$ cat config.mk
export PLATFORM = sky130hd
export DESIGN_NAME = hb_gate_seq
export DESIGN_NICKNAME = d
export VERILOG_FILES = /design/src/rtl/hb_gate_pkg.sv /design/src/rtl/hb_sync.sv /design/src/rtl/hb_tri_holdoff.sv /design/src/rtl/hb_therm_flag.sv /design/src/rtl/hb_gate_core.sv /design/src/rtl/hb_gate_seq.sv
export SDC_FILE = /design/constraint.sdc
export NUM_CORES = 1
export LEC_CHECK = 0
export ABC_CLOCK_PERIOD_IN_PS = 1700
export CAP_MARGIN = 20
export CORE_UTILIZATION = 46
export CTS_CLUSTER_DIAMETER = 150
export DETAILED_ROUTE_END_ITERATION = 10
export HOLD_SLACK_MARGIN = 0.08
export PLACE_DENSITY = 0.71
export SYNTH_ARGS = -nofsm -noshare
export SYNTH_HDL_FRONTEND = slang
export SYNTH_SLANG_ARGS = --single-unit
$ cat constraint.sdc
create_clock -name clk -period 1.7 [get_ports clk]
set_clock_uncertainty 0.05 [all_clocks]
set_input_delay 0.425 -clock clk [delete_from_list [all_inputs] [get_ports clk]]
set_output_delay 0.425 -clock clk [all_outputs]
set_load 0.005 [all_outputs]
$ cat src/rtl/hb_gate_pkg.sv
package hb_gate_pkg;

    // Positions of the asynchronous inputs inside the synchroniser vector
    localparam int unsigned IX_PWM_HI  = 0;
    localparam int unsigned IX_PWM_MID = 1;
    localparam int unsigned IX_HS_DIS  = 2;
    localparam int unsigned IX_LS_DIS  = 3;
    localparam int unsigned IX_IL_NP   = 4;
    localparam int unsigned IX_RUN_N   = 5;
    localparam int unsigned IX_SKIP_N  = 6;
    localparam int unsigned IX_UV      = 7;
    localparam int unsigned IX_HOT_SET = 8;
    localparam int unsigned IX_HOT_CLR = 9;
    localparam int unsigned N_ASYNC    = 10;

    typedef struct packed {
        logic hs;
        logic ls;
    } gate_pair_t;

endpackage

$ cat src/rtl/hb_sync.sv
module hb_sync #(
    parameter int unsigned WIDTH  = 1,
    parameter int unsigned STAGES = 2
) (
    input  logic             clk,
    input  logic             rst_n,
    input  logic [WIDTH-1:0] async_i,
    output logic [WIDTH-1:0] sync_o
);
    logic [STAGES-1:0][WIDTH-1:0] chain_d, chain_q;

    always_comb begin
        chain_d[0] = async_i;
        for (int s = 1; s < int'(STAGES); s++) begin
            chain_d[s] = chain_q[s-1];
        end
    end

    always_ff @(posedge clk or negedge rst_n) begin
        if (!rst_n) chain_q <= '0;
        else        chain_q <= chain_d;
    end

    assign sync_o = chain_q[STAGES-1];
endmodule

$ cat src/rtl/hb_tri_holdoff.sv
module hb_tri_holdoff #(
    parameter int unsigned HOLD_CYC = 15
) (
    input  logic clk,
    input  logic rst_n,
    input  logic mid_i,
    output logic park_o
);
    localparam int unsigned CW   = (HOLD_CYC > 2) ? $clog2(HOLD_CYC) : 1;
    localparam logic [CW-1:0] LAST = CW'(HOLD_CYC - 1);

    typedef struct packed {
        logic [CW-1:0] run;
    } hold_st_t;

    hold_st_t st_d, st_q;

    // run counts earlier consecutive window cycles; the current one makes HOLD_CYC at LAST
    always_comb begin
        st_d = st_q;
        if (!mid_i)              st_d.run = '0;
        else if (st_q.run != LAST) st_d.run = st_q.run + 1'b1;
    end

    always_ff @(posedge clk or negedge rst_n) begin
        if (!rst_n) st_q <= '0;
        else        st_q <= st_d;
    end

    assign park_o = mid_i && (st_q.run == LAST);
endmodule

$ cat src/rtl/hb_therm_flag.sv
module hb_therm_flag (
    input  logic clk,
    input  logic rst_n,
    input  logic hot_set_i,
    input  logic hot_clr_i,
    output logic warn_o
);
    typedef struct packed {
        logic warn;
    } therm_st_t;

    therm_st_t st_d, st_q;

    always_comb begin
        st_d = st_q;
        if (hot_set_i)      st_d.warn = 1'b1;
        else if (hot_clr_i) st_d.warn = 1'b0;
    end

    always_ff @(posedge clk or negedge rst_n) begin
        if (!rst_n) st_q <= '0;
        else        st_q <= st_d;
    end

    assign warn_o = st_q.warn;
endmodule

$ cat src/rtl/hb_gate_core.sv
module hb_gate_core
    import hb_gate_pkg::*;
(
    input  logic clk,
    input  logic rst_n,
    input  logic allow_i,
    input  logic pwm_hi_i,
    input  logic hs_dis_i,
    input  logic ls_dis_i,
    input  logic il_nonpos_i,
    input  logic skip_n_i,
    output logic hs_en_o,
    output logic ls_en_o
);
    gate_pair_t st_d, st_q;
    logic want_hs, want_ls;

    always_comb begin
        want_hs = allow_i && pwm_hi_i;
        want_ls = allow_i && !pwm_hi_i && (skip_n_i || !il_nonpos_i);
        // Turn-off is immediate; turn-on waits for the partner to be off and discharged
        st_d.hs = want_hs && !st_q.ls && ls_dis_i;
        st_d.ls = want_ls && !st_q.hs && hs_dis_i;
    end

    always_ff @(posedge clk or negedge rst_n) begin
        if (!rst_n) st_q <= '0;
        else        st_q <= st_d;
    end

    assign hs_en_o = st_q.hs;
    assign ls_en_o = st_q.ls;
endmodule

$ cat src/rtl/hb_gate_seq.sv
module hb_gate_seq
    import hb_gate_pkg::*;
#(
    parameter int unsigned HOLD_CYC    = 15,
    parameter int unsigned SYNC_STAGES = 2
) (
    input  logic clk,
    input  logic rst_n,
    input  logic pwm_hi_i,
    input  logic pwm_mid_i,
    input  logic hs_dis_i,
    input  logic ls_dis_i,
    input  logic il_nonpos_i,
    input  logic run_n_i,
    input  logic skip_n_i,
    input  logic uv_i,
    input  logic hot_set_i,
    input  logic hot_clr_i,
    output logic hs_en_o,
    output logic ls_en_o,
    output logic hot_warn_o
);
    logic [N_ASYNC-1:0] raw_vec, syn_vec;
    logic pwm_hi_s, pwm_mid_s, hs_dis_s, ls_dis_s, il_np_s;
    logic run_n_s, skip_n_s, uv_s, hot_set_s, hot_clr_s;
    logic parked, allow;

    always_comb begin
        raw_vec             = '0;
        raw_vec[IX_PWM_HI]  = pwm_hi_i;
        raw_vec[IX_PWM_MID] = pwm_mid_i;
        raw_vec[IX_HS_DIS]  = hs_dis_i;
        raw_vec[IX_LS_DIS]  = ls_dis_i;
        raw_vec[IX_IL_NP]   = il_nonpos_i;
        raw_vec[IX_RUN_N]   = run_n_i;
        raw_vec[IX_SKIP_N]  = skip_n_i;
        raw_vec[IX_UV]      = uv_i;
        raw_vec[IX_HOT_SET] = hot_set_i;
        raw_vec[IX_HOT_CLR] = hot_clr_i;
    end

    hb_sync #(.WIDTH(N_ASYNC), .STAGES(SYNC_STAGES)) u_sync (
        .clk     (clk),
        .rst_n   (rst_n),
        .async_i (raw_vec),
        .sync_o  (syn_vec)
    );

    assign pwm_hi_s  = syn_vec[IX_PWM_HI];
    assign pwm_mid_s = syn_vec[IX_PWM_MID];
    assign hs_dis_s  = syn_vec[IX_HS_DIS];
    assign ls_dis_s  = syn_vec[IX_LS_DIS];
    assign il_np_s   = syn_vec[IX_IL_NP];
    assign run_n_s   = syn_vec[IX_RUN_N];
    assign skip_n_s  = syn_vec[IX_SKIP_N];
    assign uv_s      = syn_vec[IX_UV];
    assign hot_set_s = syn_vec[IX_HOT_SET];
    assign hot_clr_s = syn_vec[IX_HOT_CLR];

    hb_tri_holdoff #(.HOLD_CYC(HOLD_CYC)) u_hold (
        .clk    (clk),
        .rst_n  (rst_n),
        .mid_i  (pwm_mid_s),
        .park_o (parked)
    );

    assign allow = run_n_s && !uv_s && !parked;

    hb_gate_core u_core (
        .clk         (clk),
        .rst_n       (rst_n),
        .allow_i     (allow),
        .pwm_hi_i    (pwm_hi_s),
        .hs_dis_i    (hs_dis_s),
        .ls_dis_i    (ls_dis_s),
        .il_nonpos_i (il_np_s),
        .skip_n_i    (skip_n_s),
        .hs_en_o     (hs_en_o),
        .ls_en_o     (ls_en_o)
    );

    hb_therm_flag u_therm (
        .clk       (clk),
        .rst_n     (rst_n),
        .hot_set_i (hot_set_s),
        .hot_clr_i (hot_clr_s),
        .warn_o    (hot_warn_o)
    );
endmodule

==> results of run 1 <==
## timing repair
action / CTS / global route
buffers inserted: 0 / 2
endpoints found under the setup margin: 0 / 3
resized for setup: 0 / 3
## how the worst min path moves through the flow
| stage | to | slack, ns | cells after the start |
|---|---|---|---|
| finish | u_sync.sync_o[0] | 0.31 | 0 |
| global placement | u_sync.sync_o[8] | 0.28 | 0 |
| global route | u_sync.sync_o[2] | 0.33 | 0 |
| CTS | u_sync.sync_o[0] | 0.32 | 0 |
| floorplan | u_core.hs_en_o | 0.08 | 0 |
| detailed placement | u_sync.sync_o[0] | 0.28 | 0 |
## metal layers
layer	global-route usage [%]	wire, um	vias to the layer above
li1	-	-	218
met1	15.5	414	207
met2	15.9	440	19
met3	2.45	54	2
met4	7.27	16	0
met5	0	0	-
## state kept, by name, indices dropped and copies added, names as in the netlist
signal,flops
u_sync.chain_d,10
u_sync.sync_o,10
u_hold.st_q,4
u_core.hs_en_o,1
u_core.ls_en_o,1
u_therm.warn_o,1
## cell usage after synthesis, drive strengths merged, types with 2 or more instances
| library cell | instances | area share, % |
|---|---|---|
| nand2 | 3 | 1.3 |
| nor2 | 2 | 0.90 |
| nand3 | 4 | 3.0 |
| o21ai | 3 | 1.8 |
| ha | 2 | 3.0 |
| inv | 3 | 1.3 |
| dfrtp | 27 | 81 |
## cell usage in the layout (no fill, tap or decap), drive strengths merged, types with 2 or more instances in the layout
cell           Yosys  layout
dlymetal6s2s       0       3
ha                 2       2
clkdlybuf4s50      0      11
nand3              4       4
dfrtp             27      27
nand2              3       3
o21ai              3       3
nor2               2       2
clkbuf             0       3
inv                3       3
buf                0       3
## layout make-up
type	instances	area, um2
Timing Repair Buffer	17	170
Tap cell	25	31.3
Multi-Input combinational cell	23	148
Sequential cell	27	676
Clock buffer	3	22.5
Clock inverter	1	7.51
Fill cell	127	642
Inverter	3	11.3
## logic make-up after synthesis
| group | count (synthesis) | share of synthesized area, % |
|---|---|---|
| DFF | 27 | 81.0 |
| and+or+nand+nor | 14 | 9.00 |
| AOI/OAI and AO/OA | 6 | 4.65 |
| buffers and inverters | 3 | 1.35 |
| adders and majority gates | 2 | 3.00 |
| xor gates and xnor gates | 1 | 1.05 |
## report_power, final
group          total (mW)  internal [mW]  switching, mW
sequential          0.688          0.674         0.0143
clock               0.264         0.0897          0.175
combinational      0.0666         0.0403         0.0262
total                1.02          0.804          0.215
==> run_results.csv, run 1 <==
group,metric,value,unit
route,wl_per_cell,9.34,um
power,power_density,956,nW/um2
yosys,synth.avg_cell_area,15.7,um2
worst_setup_path,cp-end-kind,"output pin",
worst_setup_path,crit_chain,"dlymetal6s2s_1",
job,drv_cap,0,
route,drt_iter0_markers,2,
placement,placed_cells,93,
grt,track_usage,11.2,%
placement,portBuffers,14,
floorplanning,die_h,44.6,um
route,ant_nets,0,
worst_hold_path,min_path_type,"reg2reg",
yosys,yosys_register_bits,27,
sta,final_hold_viol_count,0,
clock_network,cts_hold_repair.buffers,0,
final_layout,antenna_cells,0,
sta,fmax,749,MHz
sta,rsz0062_at_grt,"no",
sta,relSlewSlack,78.9,%
floorplanning,start_util,48.9,%
worst_setup_path,crit_type,"reg2out",
sta,final-setup-viol-count,0,
worst_setup_path,cp_slowest_cell,"dfrtp_1",
placement,gp_congestion,0.596,
grt,grt_overflow,0,
sta,hold_ws,0.314,ns
worst_setup_path,r2r_cells,5,
clock_network,clk_latency,0.31,ns
final_layout,fin_util,62.4,%
grt,grt_pass1_vias,359,
clock_network,cts_inserted_buffers,3,
worst_setup_path,crit_family,"flip-flops",
sta,fin_ws,0.365,ns
final_layout,design_area,1070,um2
final_layout,instances_no_fill,99,
clock_network,root_buffer,"clkbuf_4",
grt,grt_pass1_wl,1.52,mm
sta,setup_tns,0,ns
worst_setup_path,path_buf_inv,1,
worst_setup_path,endpoint,"hs_en_o",
yosys,ys_warn_count,0,
worst_setup_path,startpoint_type,"flip-flop",
power,power.static_leakage,0.520,nW
clock_network,htreeDepth,1,
grt,grt_max_degree,28,
worst_setup_path,reg2reg_to,"u_hold.st_q[0]",
worst_setup_path,ff2ff_setup_slack,0.44,ns
worst_setup_path,cp-startpoint,"u_core.hs_en_o",
placement,pre_cts_slack,0.391,ns
worst_setup_path,r2r-start,"u_hold.st_q[0]",
floorplanning,fp-row-count,15,
clock_network,cts_num_sinks,27,
route,viasPerCell,4.51,
route,drcViolationCount,0,
yosys,yosysSeqAreaShare,81.0,%
route,drt-total-wl,925,um
run_status,outcome,"completed",
worst_setup_path,crit_cells,1,
sta,worstMarginPinSlew,0.316,ns
sta,finalCriticalPeriod,1.33,ns
yosys,syn_area,835,um2
floorplanning,dieArea,1990,um2
clock_network,clockBufferDepth,2,
floorplanning,core,1710,um2
power,power.total,1.02,mW
route,vias,446,
clock_network,cts_tree,"done",
route,firstDrtPassIters,4,
clock_network,clk_pin_slew_worst_paths,0.13,ns
worst_setup_path,worstPathMaxFanout,2,
floorplanning,pin_count,15,
final_layout,syn_to_final_growth,27.7,%
final_layout,drive_above_1_share,10.8,%
worst_setup_path,worstPathRequired,1.22,ns
floorplanning,die_x,44.6,um
placement,place_area,1010,um2
power,peakVddDrop,0.000536,V
yosys,synth_edf_count,0,
sta,finalMaxSlewViolations,0,
yosys,syn_nets,67,
yosys,synthCells,53,
yosys,async_flop_share,100,%
grt,antenna_found_initial,0,
final_layout,nets,89,
worst_setup_path,critPathArrivalTime,0.86,ns
worst_hold_path,min_from,"u_sync.chain_d[10]",
sta,fin_crit_sh,78.5,%
worst_setup_path,cp_slowest_stage_delay,0.40,ns
yosys,ys_types,17,
yosys,ys.flop_type,"dfrtp_1",
No activity file was read; power rests on OpenSTA's default activity.
==> run 2: changes to the inputs <==
--- a/config.mk
+++ b/config.mk
@@ -5,7 +5,7 @@
 export SDC_FILE = /design/constraint.sdc
 export NUM_CORES = 1
 export LEC_CHECK = 0
-export ABC_CLOCK_PERIOD_IN_PS = 1700
+export ABC_CLOCK_PERIOD_IN_PS = 1330
 export CAP_MARGIN = 20
 export CORE_UTILIZATION = 46
 export CTS_CLUSTER_DIAMETER = 150
==> constraint.sdc (replaced) <==
create_clock -name clk -period 1.33 [get_ports clk]
set_clock_uncertainty 0.05 [all_clocks]
set_input_delay 0.3325 -clock clk [delete_from_list [all_inputs] [get_ports clk]]
set_output_delay 0.3325 -clock clk [all_outputs]
set_load 0.005 [all_outputs]
==> run 2 against run 1 <==
Effect of this change:
- cell area grew 0.82%
- power grew 27%
- combinational power grew 42%
- hold slack lost 0.0011 ns
- setup slack lost 0.31 ns
- cell count grew 2.0%
- largest power group unchanged
- utilization grew 0.51 points
- clock power grew 20%
- sequential cell count is the same
- largest cell class unchanged
==> run_results.csv, run 2 (synthesized netlist as in run 1, its figures left out) <==
group,metric,value,unit
worst_setup_path,crit_chain,"clkdlybuf4s15_1",
final_layout,layout_commonest_cell,"dfrtp_1",
worst_setup_path,cp-end-kind,"output pin",
sta,finalMaxSlewViolations,0,
power,power_density,1200,nW/um2
floorplanning,dieArea,1990,um2
sta,fmax,785,MHz
clock_network,cts_tree,"done",
job,drv_cap,0,
worst_setup_path,cp_slowest_cell,"dfrtp_1",
route,drcViolationCount,0,
run_status,outcome,"completed",
power,power.static_leakage,0.494,nW
placement,hpwl,639,um
clock_network,cts_inserted_buffers,3,
worst_setup_path,cp_slowest_stage_delay,0.39,ns
clock_network,cts_hold_repair.buffers,0,
final_layout,n_fill_cell,121,
sta,finalCriticalPeriod,1.27,ns
worst_setup_path,crit_type,"reg2out",
sta,worstMarginPinSlew,0.185,ns
floorplanning,start_util,48.9,%
grt,grt_overflow,0,
sta,rsz0062_at_grt,"no",
final_layout,nets,91,
floorplanning,pin_count,15,
grt,grt_pass1_vias,403,
route,firstDrtPassIters,3,
sta,relSlewSlack,87.6,%
worst_setup_path,critPathArrivalTime,0.89,ns
grt,antenna_found_initial,0,
clock_network,clk_pin_slew_worst_paths,0.12,ns
floorplanning,die_h,44.6,um
route,vias,458,
final_layout,design_area,1070,um2
final_layout,fin_util,62.9,%
clock_network,htreeDepth,1,
worst_setup_path,startpoint_type,"flip-flop",
floorplanning,fp-row-count,15,
clock_network,clk_latency,0.30,ns
worst_setup_path,path_buf_inv,1,
route,ant_nets,0,
placement,gp_congestion,0.578,
final_layout,drive_above_1_share,15.8,%
sta,fin_ws,0.0565,ns
grt,grt_max_degree,28,
sta,fin_crit_sh,95.8,%
sta,final-setup-viol-count,0,
final_layout,antenna_cells,0,
power,peakVddDrop,0.000836,V
worst_setup_path,worstPathRequired,0.95,ns
route,drt_iter0_markers,6,
worst_hold_path,min_path_type,"reg2reg",
worst_setup_path,crit_family,"flip-flops",
floorplanning,core,1710,um2
floorplanning,die_x,44.6,um
grt,track_usage,12.0,%
route,viasPerCell,4.53,
clock_network,clockBufferDepth,2,
placement,pre_cts_slack,0.0699,ns
route,wl_per_cell,9.35,um
worst_setup_path,worstPathMaxFanout,2,
final_layout,layout_common_cells,"dfrtp_1, clkdlybuf4s50_1, buf_4",
clock_network,root_buffer,"clkbuf_4",
grt,grt_pass1_wl,1.60,mm
placement,portBuffers,14,
route,drt-total-wl,944,um
final_layout,syn_to_final_growth,28.8,%
clock_network,cts_num_sinks,27,
sta,final_hold_viol_count,0,
sta,setup_tns,0,ns
placement,place_area,1030,um2
==> run 2: worst paths after layout <==
check | cells past startpoint | slack [ns] | to | startpoint
min reg2reg | 0 | 0.31 | u_sync.sync_o[4] | u_sync.chain_d[14]
max | 1 | 0.06 | hs_en_o | u_core.hs_en_o
max reg2reg | 5 | 0.07 | u_hold.st_q[0] | u_hold.st_q[0]
max in group asynchronous | 2 | 0.77 | u_sync.sync_o[3] | rst_n
min | 0 | 0.31 | u_sync.sync_o[4] | u_sync.chain_d[14]
min in group asynchronous | 2 | 0.32 | u_sync.chain_d[11] | rst_n
==> run 2: stage by stage <==
step | cells | hold slack, ns | total power, mW
2_1_floorplan | 53 | -0.0131 | 0.919
3_3_place_gp | 93 | 0.282 | 0.983
3_5_place_dp | 93 | 0.286 | 0.989
4_1_cts | 99 | 0.312 | 1.31
5_1_grt | 101 | 0.306 | 1.36
6_report | 101 | 0.313 | 1.29
==> run 2: what timing repair did <==
item                       CTS  global route
gates resized for setup      6             3
setup endpoints to repair    3             4
setup buffers                2             2
==> run 2: area by class of cell <==
cell class	count	area [um2]	area share, %
clock buffer	4	26.3	2.44
inverter	3	11.3	1.05
multi-input combinational	23	150	14.0
sequential	27	676	62.9
tap	25	31.3	2.91
timing repair buffer	19	180	16.8
==> run 2: per-layer routing <==
metal  track usage (%)  share of wire [%]  routed length, um  up-vias
li1                  -                  -                  -      222
met1              12.9                 45                426      222
met2              19.7                 48                452       12
met3              2.45                4.3                 41        2
met4              10.9                2.4                 23        0
met5                 0                  0                  0        -
==> run 2: power by group <==
| part | total [mW] | switching, mW | internal (mW) |
|---|---|---|---|
| combinational | 0.0945 | 0.0361 | 0.0584 |
| clock | 0.316 | 0.199 | 0.117 |
| sequential | 0.880 | 0.0188 | 0.861 |
| total | 1.29 | 0.254 | 1.04 |
